===== src/rtl/pulse_swallow_divider.sv =====
module pulse_swallow_divider #(
  parameter int A_W = 6,
  parameter int B_W = 9
) (
  input  logic           clk,
  input  logic           rst_n,
  input  logic [A_W-1:0] swallow_i,
  input  logic [B_W-1:0] main_i,
  output logic           div_out,
  output logic           mod_sel,
  output logic           cfg_bad
);
  localparam int EXT_W = A_W - 2;

  logic             armed;
  logic [2:0]       core_q;
  logic [EXT_W-1:0] ext_q;
  logic [A_W-1:0]   a_q;
  logic [B_W-1:0]   b_q;
  logic             ext_last, core_end, pre_tick, wrap;

  assign mod_sel  = (a_q != '0);
  assign ext_last = &ext_q;
  assign core_end = (core_q == ((mod_sel && ext_last) ? 3'd4 : 3'd3));
  assign pre_tick = armed && core_end && ext_last;
  assign wrap     = pre_tick && (b_q <= 1);
  assign cfg_bad  = (main_i <= B_W'(swallow_i));

  always_ff @(posedge clk) begin
    if (!rst_n) begin
      armed   <= 1'b0;
      core_q  <= '0;
      ext_q   <= '0;
      a_q     <= '0;
      b_q     <= '0;
      div_out <= 1'b0;
    end else if (!armed) begin
      armed <= 1'b1;
      a_q   <= swallow_i;
      b_q   <= main_i;
    end else begin
      core_q  <= core_end ? 3'd0 : core_q + 3'd1;
      if (core_end) ext_q <= ext_q + 1'b1;
      div_out <= wrap;
      if (wrap) begin
        a_q <= swallow_i;
        b_q <= main_i;
      end else if (pre_tick) begin
        b_q <= b_q - 1'b1;
        if (a_q != '0) a_q <= a_q - 1'b1;
      end
    end
  end
endmodule


===== config.mk =====
export PLATFORM = sky130hd
export DESIGN_NAME = pulse_swallow_divider
export DESIGN_NICKNAME = d
export VERILOG_FILES = /design/src/rtl/pulse_swallow_divider.sv
export SDC_FILE = /design/constraint.sdc
export NUM_CORES = 1
export LEC_CHECK = 0
export CELL_PAD_IN_SITES_DETAIL_PLACEMENT = 1
export CELL_PAD_IN_SITES_GLOBAL_PLACEMENT = 2
export CORE_ASPECT_RATIO = 0.9
export CORE_MARGIN = 4
export CORE_UTILIZATION = 40
export CTS_CLUSTER_SIZE = 14
export DETAILED_ROUTE_END_ITERATION = 6
export DONT_BUFFER_PORTS = 1
export PLACE_DENSITY_LB_ADDON = 0.12
export SLEW_MARGIN = 25
export SYNTH_ARGS = -nofsm -noshare
export SYNTH_HDL_FRONTEND = slang
export SYNTH_SLANG_ARGS = --single-unit

===== constraint.sdc =====
create_clock -name clk -period 2.9 [get_ports clk]
set_input_delay 0.58 -clock clk [delete_from_list [all_inputs] [get_ports clk]]
set_output_delay 0.58 -clock clk [all_outputs]
set_load 0.01 [all_outputs]

Word-level counts from Yosys, hierarchy flattened
Cells that the tools add are included.
- logic and storage cells: 33
- flip-flop bits (word level): 24
- reduce and logical (&&, ||, !) cells: 8
- add/subtract/negate cells: 4
- muxes and demuxes: 10
- eq/ne operators: 3
- order comparisons: 2
- operators with widths (cell ; number):
    2-to-1 mux 9 bit ; 3
    2-to-1 mux 6 bit ; 4
    less-or-equal comparator 9 x 1 -> 1 bit (second input constant) ; 1
    less-or-equal comparator 9 x 6 -> 1 bit ; 1
    subtractor 9 x 1 -> 9 bit (second input constant) ; 1
    2-to-1 mux 3 bit ; 2
    nonzero test 6 bit ; 1
    subtractor 6 x 1 -> 6 bit (second input constant) ; 1
    adder 4 x 1 -> 4 bit (second input constant) ; 1
    logical AND 1 bit ; 4
    AND reduction 2 bit ; 2
    AND reduction 4 bit ; 1
    adder 3 x 1 -> 3 bit (second input constant) ; 1
    == test 3 bit ; 1
    != test 3 x 1 -> 1 bit (second input constant) ; 1
    != test 3 x 2 -> 1 bit (second input constant) ; 1
    2-to-1 mux 1 bit ; 1

Depth between registers and ports, before layout
- depth in word-level cells: 9
- depth in mapped cells: 9

Worst setup path before layout
OpenSTA, ideal clock, no wires.
- kind: input to output
- from: input swallow_i[3]
- to: output cfg_bad
- arrival: 1.776 ns
- path buffers: 0
- cell stages on the path: 6
- slack: 0.544 ns
- cell sequence: inv_1 -> ha_1 -> and4_1 -> nand3_1 -> a2111o_1 -> a31oi_1
- cells in the longest elaborated chain, start to end: 1
- RTL lines (what ; RTL line ; RTL):
    start: declaration ; 7 ; input logic [A_W-1:0] swallow_i,
    less-or-equal comparator 9 x 6 -> 1 bit ; 27 ; assign cfg_bad = (main_i <= B_W'(swallow_i));
    end: declaration ; 11 ; output logic cfg_bad
Every way passes these cells.

Final worst setup path
- from: input main_i[0]
- to: output cfg_bad
- cells in the longest elaborated chain, start to end: 1
- RTL lines (what ; RTL line ; RTL):
    start: declaration ; 8 ; input logic [B_W-1:0] main_i,
    less-or-equal comparator 9 x 6 -> 1 bit ; 27 ;
Every way passes these cells.

==> flow_results.xml <==
<?xml version="1.0" encoding="UTF-8"?>
<metrics>
  <group name="synth">
    <metric name="synth_xor_xnor_area_share" unit="%">2.14</metric>
    <metric name="postSynth.asyncResetShare" unit="%">0</metric>
    <metric name="syn_area_per_cell" unit="um2">8.24</metric>
    <metric name="mappedNetlistArea" unit="mm2">0.00164</metric>
    <metric name="synth_enable_flop_cells" unit="">0</metric>
    <metric name="syn_inst" unit="">199</metric>
    <metric name="multiplexer_fraction_of_the_synthesized_cell_area" unit="%">1.91</metric>
    <metric name="postSynthRegisterBits" unit="">24</metric>
    <metric name="mappedNetlistNets" unit="">228</metric>
    <metric name="synth-seq-area-share" unit="%">29.3</metric>
    <metric name="synth_top_family_by_area" unit="">compound AO/OA/AOI/OAI gates</metric>
    <metric name="yosysUniqueCellTypes" unit="">46</metric>
    <metric name="synth_adder_area_share" unit="%">9.15</metric>
    <metric name="basic_gate_share_of_the_synthesized_area_counting_and_or_nand_and_nor_cells" unit="%">22.5</metric>
    <metric name="yosysWarningCount" unit="">0</metric>
    <metric name="synthFlopType" unit="">sky130_fd_sc_hd__dfxtp_1</metric>
    <metric name="synth_compound_gate_area_share" unit="%">27.9</metric>
  </group>
  <group name="pwr">
    <metric name="internal-power" unit="uW">592</metric>
    <metric name="power.density_cell_area" unit="mW/mm2">477</metric>
    <metric name="switchingPower" unit="uW">229</metric>
    <metric name="power.share.sequential" unit="%">45.1</metric>
    <metric name="share_comb_of_total_power" unit="%">18.3</metric>
    <metric name="vdd_drop_max" unit="mV">0.264</metric>
    <metric name="switching_share" unit="%">27.9</metric>
    <metric name="design_power_total" unit="uW">821</metric>
    <metric name="static-leakage-power" unit="nW">0.688</metric>
    <metric name="p_clk_share" unit="%">36.5</metric>
  </group>
  <group name="timing">
    <metric name="post-route-period-util" unit="%">85.5</metric>
    <metric name="timing_hold_violations_final" unit="">0</metric>
    <metric name="fin_setup_tns" unit="ps">0</metric>
    <metric name="setup_viol" unit="">0</metric>
    <metric name="layout_min_cycle_time" unit="ps">2480</metric>
    <metric name="tightestPinTransition" unit="ps">772</metric>
    <metric name="grt_setup_unrepaired" unit="">no</metric>
    <metric name="fin_worst_hold_slack" unit="ps">328</metric>
    <metric name="final.setup_skew" unit="ps">1.71</metric>
    <metric name="worst_slew_margin_rel" unit="%">48.3</metric>
    <metric name="maxSlewViolCount" unit="">0</metric>
    <metric name="worst_slack" unit="ps">420</metric>
    <metric name="fmax" unit="MHz">403</metric>
  </group>
  <group name="clocking">
    <metric name="cts-htree-levels" unit="">1</metric>
    <metric name="cts_repair_resize_count" unit="">0</metric>
    <metric name="postCtsHoldBufs" unit="">0</metric>
    <metric name="clk_pin_slew" unit="ps">90</metric>
    <metric name="clockBufferDepth" unit="">2</metric>
    <metric name="clock_latency" unit="ps">270</metric>
    <metric name="clock_sinks" unit="">24</metric>
    <metric name="numCtsBuffers" unit="">3</metric>
    <metric name="clock_tree_from_tritoncts" unit="">yes</metric>
    <metric name="root_buffer" unit="">sky130_fd_sc_hd__clkbuf_8</metric>
    <metric name="post_cts.repair.setup_buffers" unit="">0</metric>
  </group>
  <group name="worst_setup_path">
    <metric name="critPathCaptureType" unit="">output pin</metric>
    <metric name="worstSetupPathType" unit="">in -&gt; out</metric>
    <metric name="cp-startpoint" unit="">main_i[0]</metric>
    <metric name="crit-reg2reg-launch" unit="">a_q[2]</metric>
    <metric name="path_max_fanout" unit="">3</metric>
    <metric name="worstPathRequired" unit="ps">2320</metric>
    <metric name="worstPathArrival" unit="ps">1900</metric>
    <metric name="critical_path.startpoint_type" unit="">input pin</metric>
  </group>
  <group name="layout">
    <metric name="nNetsFinal" unit="">227</metric>
    <metric name="num_antenna_cells" unit="">0</metric>
    <metric name="layoutNonFillerInstCount" unit="">243</metric>
    <metric name="final_layout_size_suffix_gt1_share" unit="%">10.7</metric>
    <metric name="syn2layout_area_growth" unit="%">4.88</metric>
    <metric name="layout.cells.most_common" unit="">sky130_fd_sc_hd__dfxtp_1</metric>
    <metric name="mostFrequentLayoutCells" unit="">sky130_fd_sc_hd__dfxtp_1, sky130_fd_sc_hd__nand2_1, sky130_fd_sc_hd__a21oi_1</metric>
  </group>
  <group name="detailed_routing">
    <metric name="vias" unit="">1428</metric>
    <metric name="routedWlPerCell" unit="um">17.8</metric>
    <metric name="firstDrtPassIters" unit="">4</metric>
    <metric name="drt-total-wl" unit="mm">4.34</metric>
    <metric name="via_per_inst" unit="">5.88</metric>
    <metric name="drtIter0Drc" unit="">83</metric>
    <metric name="drc" unit="">0</metric>
    <metric name="final_antenna_net_count" unit="">0</metric>
  </group>
  <group name="placed_design">
    <metric name="numPortBuffers" unit="">0</metric>
    <metric name="hpwlAfterDp" unit="mm">3.36</metric>
    <metric name="globalplace.congestion" unit="">0.771</metric>
    <metric name="placement.setup.worst_slack" unit="ps">421</metric>
    <metric name="place_inst" unit="">239</metric>
  </group>
  <group name="global_route">
    <metric name="first_global_vias" unit="">1549</metric>
    <metric name="grt_antenna_before_repair" unit="">0</metric>
    <metric name="overflow" unit="">0</metric>
    <metric name="track_usage" unit="%">18.5</metric>
    <metric name="grt_first_pass_wirelength" unit="mm">7.30</metric>
    <metric name="pin_count_of_the_biggest_net_entering_global_routing" unit="">15</metric>
  </group>
  <group name="floorplanning">
    <metric name="io_pins" unit="">20</metric>
    <metric name="std_cell_rows" unit="">21</metric>
    <metric name="fp.dieArea" unit="mm2">0.00519</metric>
    <metric name="initial_cell_density_of_the_core" unit="%">42.8</metric>
    <metric name="coreArea" unit="mm2">0.00384</metric>
    <metric name="dieWidth" unit="um">75.5</metric>
    <metric name="dieHeight" unit="um">68.8</metric>
  </group>
  <group name="worst_hold_path">
    <metric name="timing.hold.worst.start" unit="">rst_n</metric>
    <metric name="hold_path_class" unit="">in -&gt; reg</metric>
  </group>
  <group name="job">
    <metric name="drv.max_cap_violation_count" unit="">0</metric>
  </group>
  <group name="status">
    <metric name="status" unit="">completed</metric>
  </group>
</metrics>
-- cell type report --
type	count	area, um2
clock buffer	3	41.3
sequential	24	480
timing repair buffer	1	7.51
clock inverter	1	30.0
fill	476	2120
multi-input combinational	152	1040
inverter	16	60.1
tap	46	57.6
-- routing by layer --
metal	share of wire (%)	vias up	global-route usage (%)	wire length, um
met5	0	-	0	0
met4	0.88	0	3.49	38
met3	4.7	4	5.36	205
met2	43	22	29.1	1880
met1	51	675	25.4	2210
li1	-	727	-	-
-- cell families (layout without fill, tap and decap cells) --
group / after synthesis / count (layout)
XOR/XNOR: 4 / 4
AND/OR/NAND/NOR: 69 / 69
AO/OA/AOI/OAI: 64 / 64
multiplexers: 3 / 3
buffers and inverters: 23 / 21
flip-flops: 24 / 24
adder cells (fa/ha/maj): 12 / 12
-- critical path: stages --
cell                       delay (ps)
sky130_fd_sc_hd__inv_1             70
sky130_fd_sc_hd__ha_1             280
sky130_fd_sc_hd__and4_1           190
sky130_fd_sc_hd__nand3_1          100
sky130_fd_sc_hd__a2111o_1         410
sky130_fd_sc_hd__a31oi_1          260
-- through the flow --
| step | instance area (um2) | util [%] |
|---|---|---|
| global route | 1720 | 44.8 |
| floorplan | 1640 | - |
| CTS | 1720 | 44.8 |
| global placement | 1650 | 43.0 |
| detailed placement | 1650 | 43.0 |
| finish | 1720 | 44.8 |
-- cell usage after synthesis, types with 2 or more instances --
master	n	share of area [%]
sky130_fd_sc_hd__xor2_1	3	1.6
sky130_fd_sc_hd__dfxtp_1	24	29
sky130_fd_sc_hd__o211a_1	2	1.2
sky130_fd_sc_hd__nor2_1	16	3.7
sky130_fd_sc_hd__o221a_2	4	2.7
sky130_fd_sc_hd__o21ai_0	12	3.7
sky130_fd_sc_hd__nor3b_1	3	1.4
sky130_fd_sc_hd__o22ai_1	3	1.1
sky130_fd_sc_hd__buf_6	4	2.7
sky130_fd_sc_hd__nor3_1	4	1.2
sky130_fd_sc_hd__mux2i_1	2	1.2
sky130_fd_sc_hd__inv_1	16	3.7
sky130_fd_sc_hd__a22oi_1	3	1.4
sky130_fd_sc_hd__a21oi_1	17	5.2
sky130_fd_sc_hd__and3_1	3	1.1
sky130_fd_sc_hd__nand2_1	17	3.9
sky130_fd_sc_hd__ha_1	12	9.2
sky130_fd_sc_hd__o21ai_2	2	1.1
sky130_fd_sc_hd__o21a_1	2	0.92
sky130_fd_sc_hd__nand3b_1	3	1.4
sky130_fd_sc_hd__nand2b_1	3	1.1
sky130_fd_sc_hd__clkbuf_1	3	0.69
sky130_fd_sc_hd__and2_1	2	0.76
sky130_fd_sc_hd__nand3_1	7	2.1
sky130_fd_sc_hd__or3_1	4	1.5
sky130_fd_sc_hd__a31oi_1	7	2.7
sky130_fd_sc_hd__o31ai_1	2	0.92
-- power groups by stage --
stage | registers, mW | clock network [mW] | logic [mW]
global placement | 0.375 | 0 | 0.142
CTS | 0.370 | 0.306 | 0.151
finish | 0.370 | 0.300 | 0.151
global route | 0.375 | 0.318 | 0.172
floorplan | 0.371 | 0 | 0.127
detailed placement | 0.378 | 0 | 0.150
-- flip-flops by register name, indices dropped and copies added, names as in the netlist --
register / cells
b_q: 9
a_q: 6
ext_q: 4
armed: 1
core_q: 3
div_out: 1
-- path summary, 6_finish.rpt --
kind | depth (start not counted) | to | slack [ps]
max | 6 | cfg_bad | 420
min | 0 | armed | 330
max reg2reg | 6 | a_q[1] | 530
min reg2reg | 2 | ext_q[3] | 530
No activity file was read; power rests on OpenSTA's default activity.
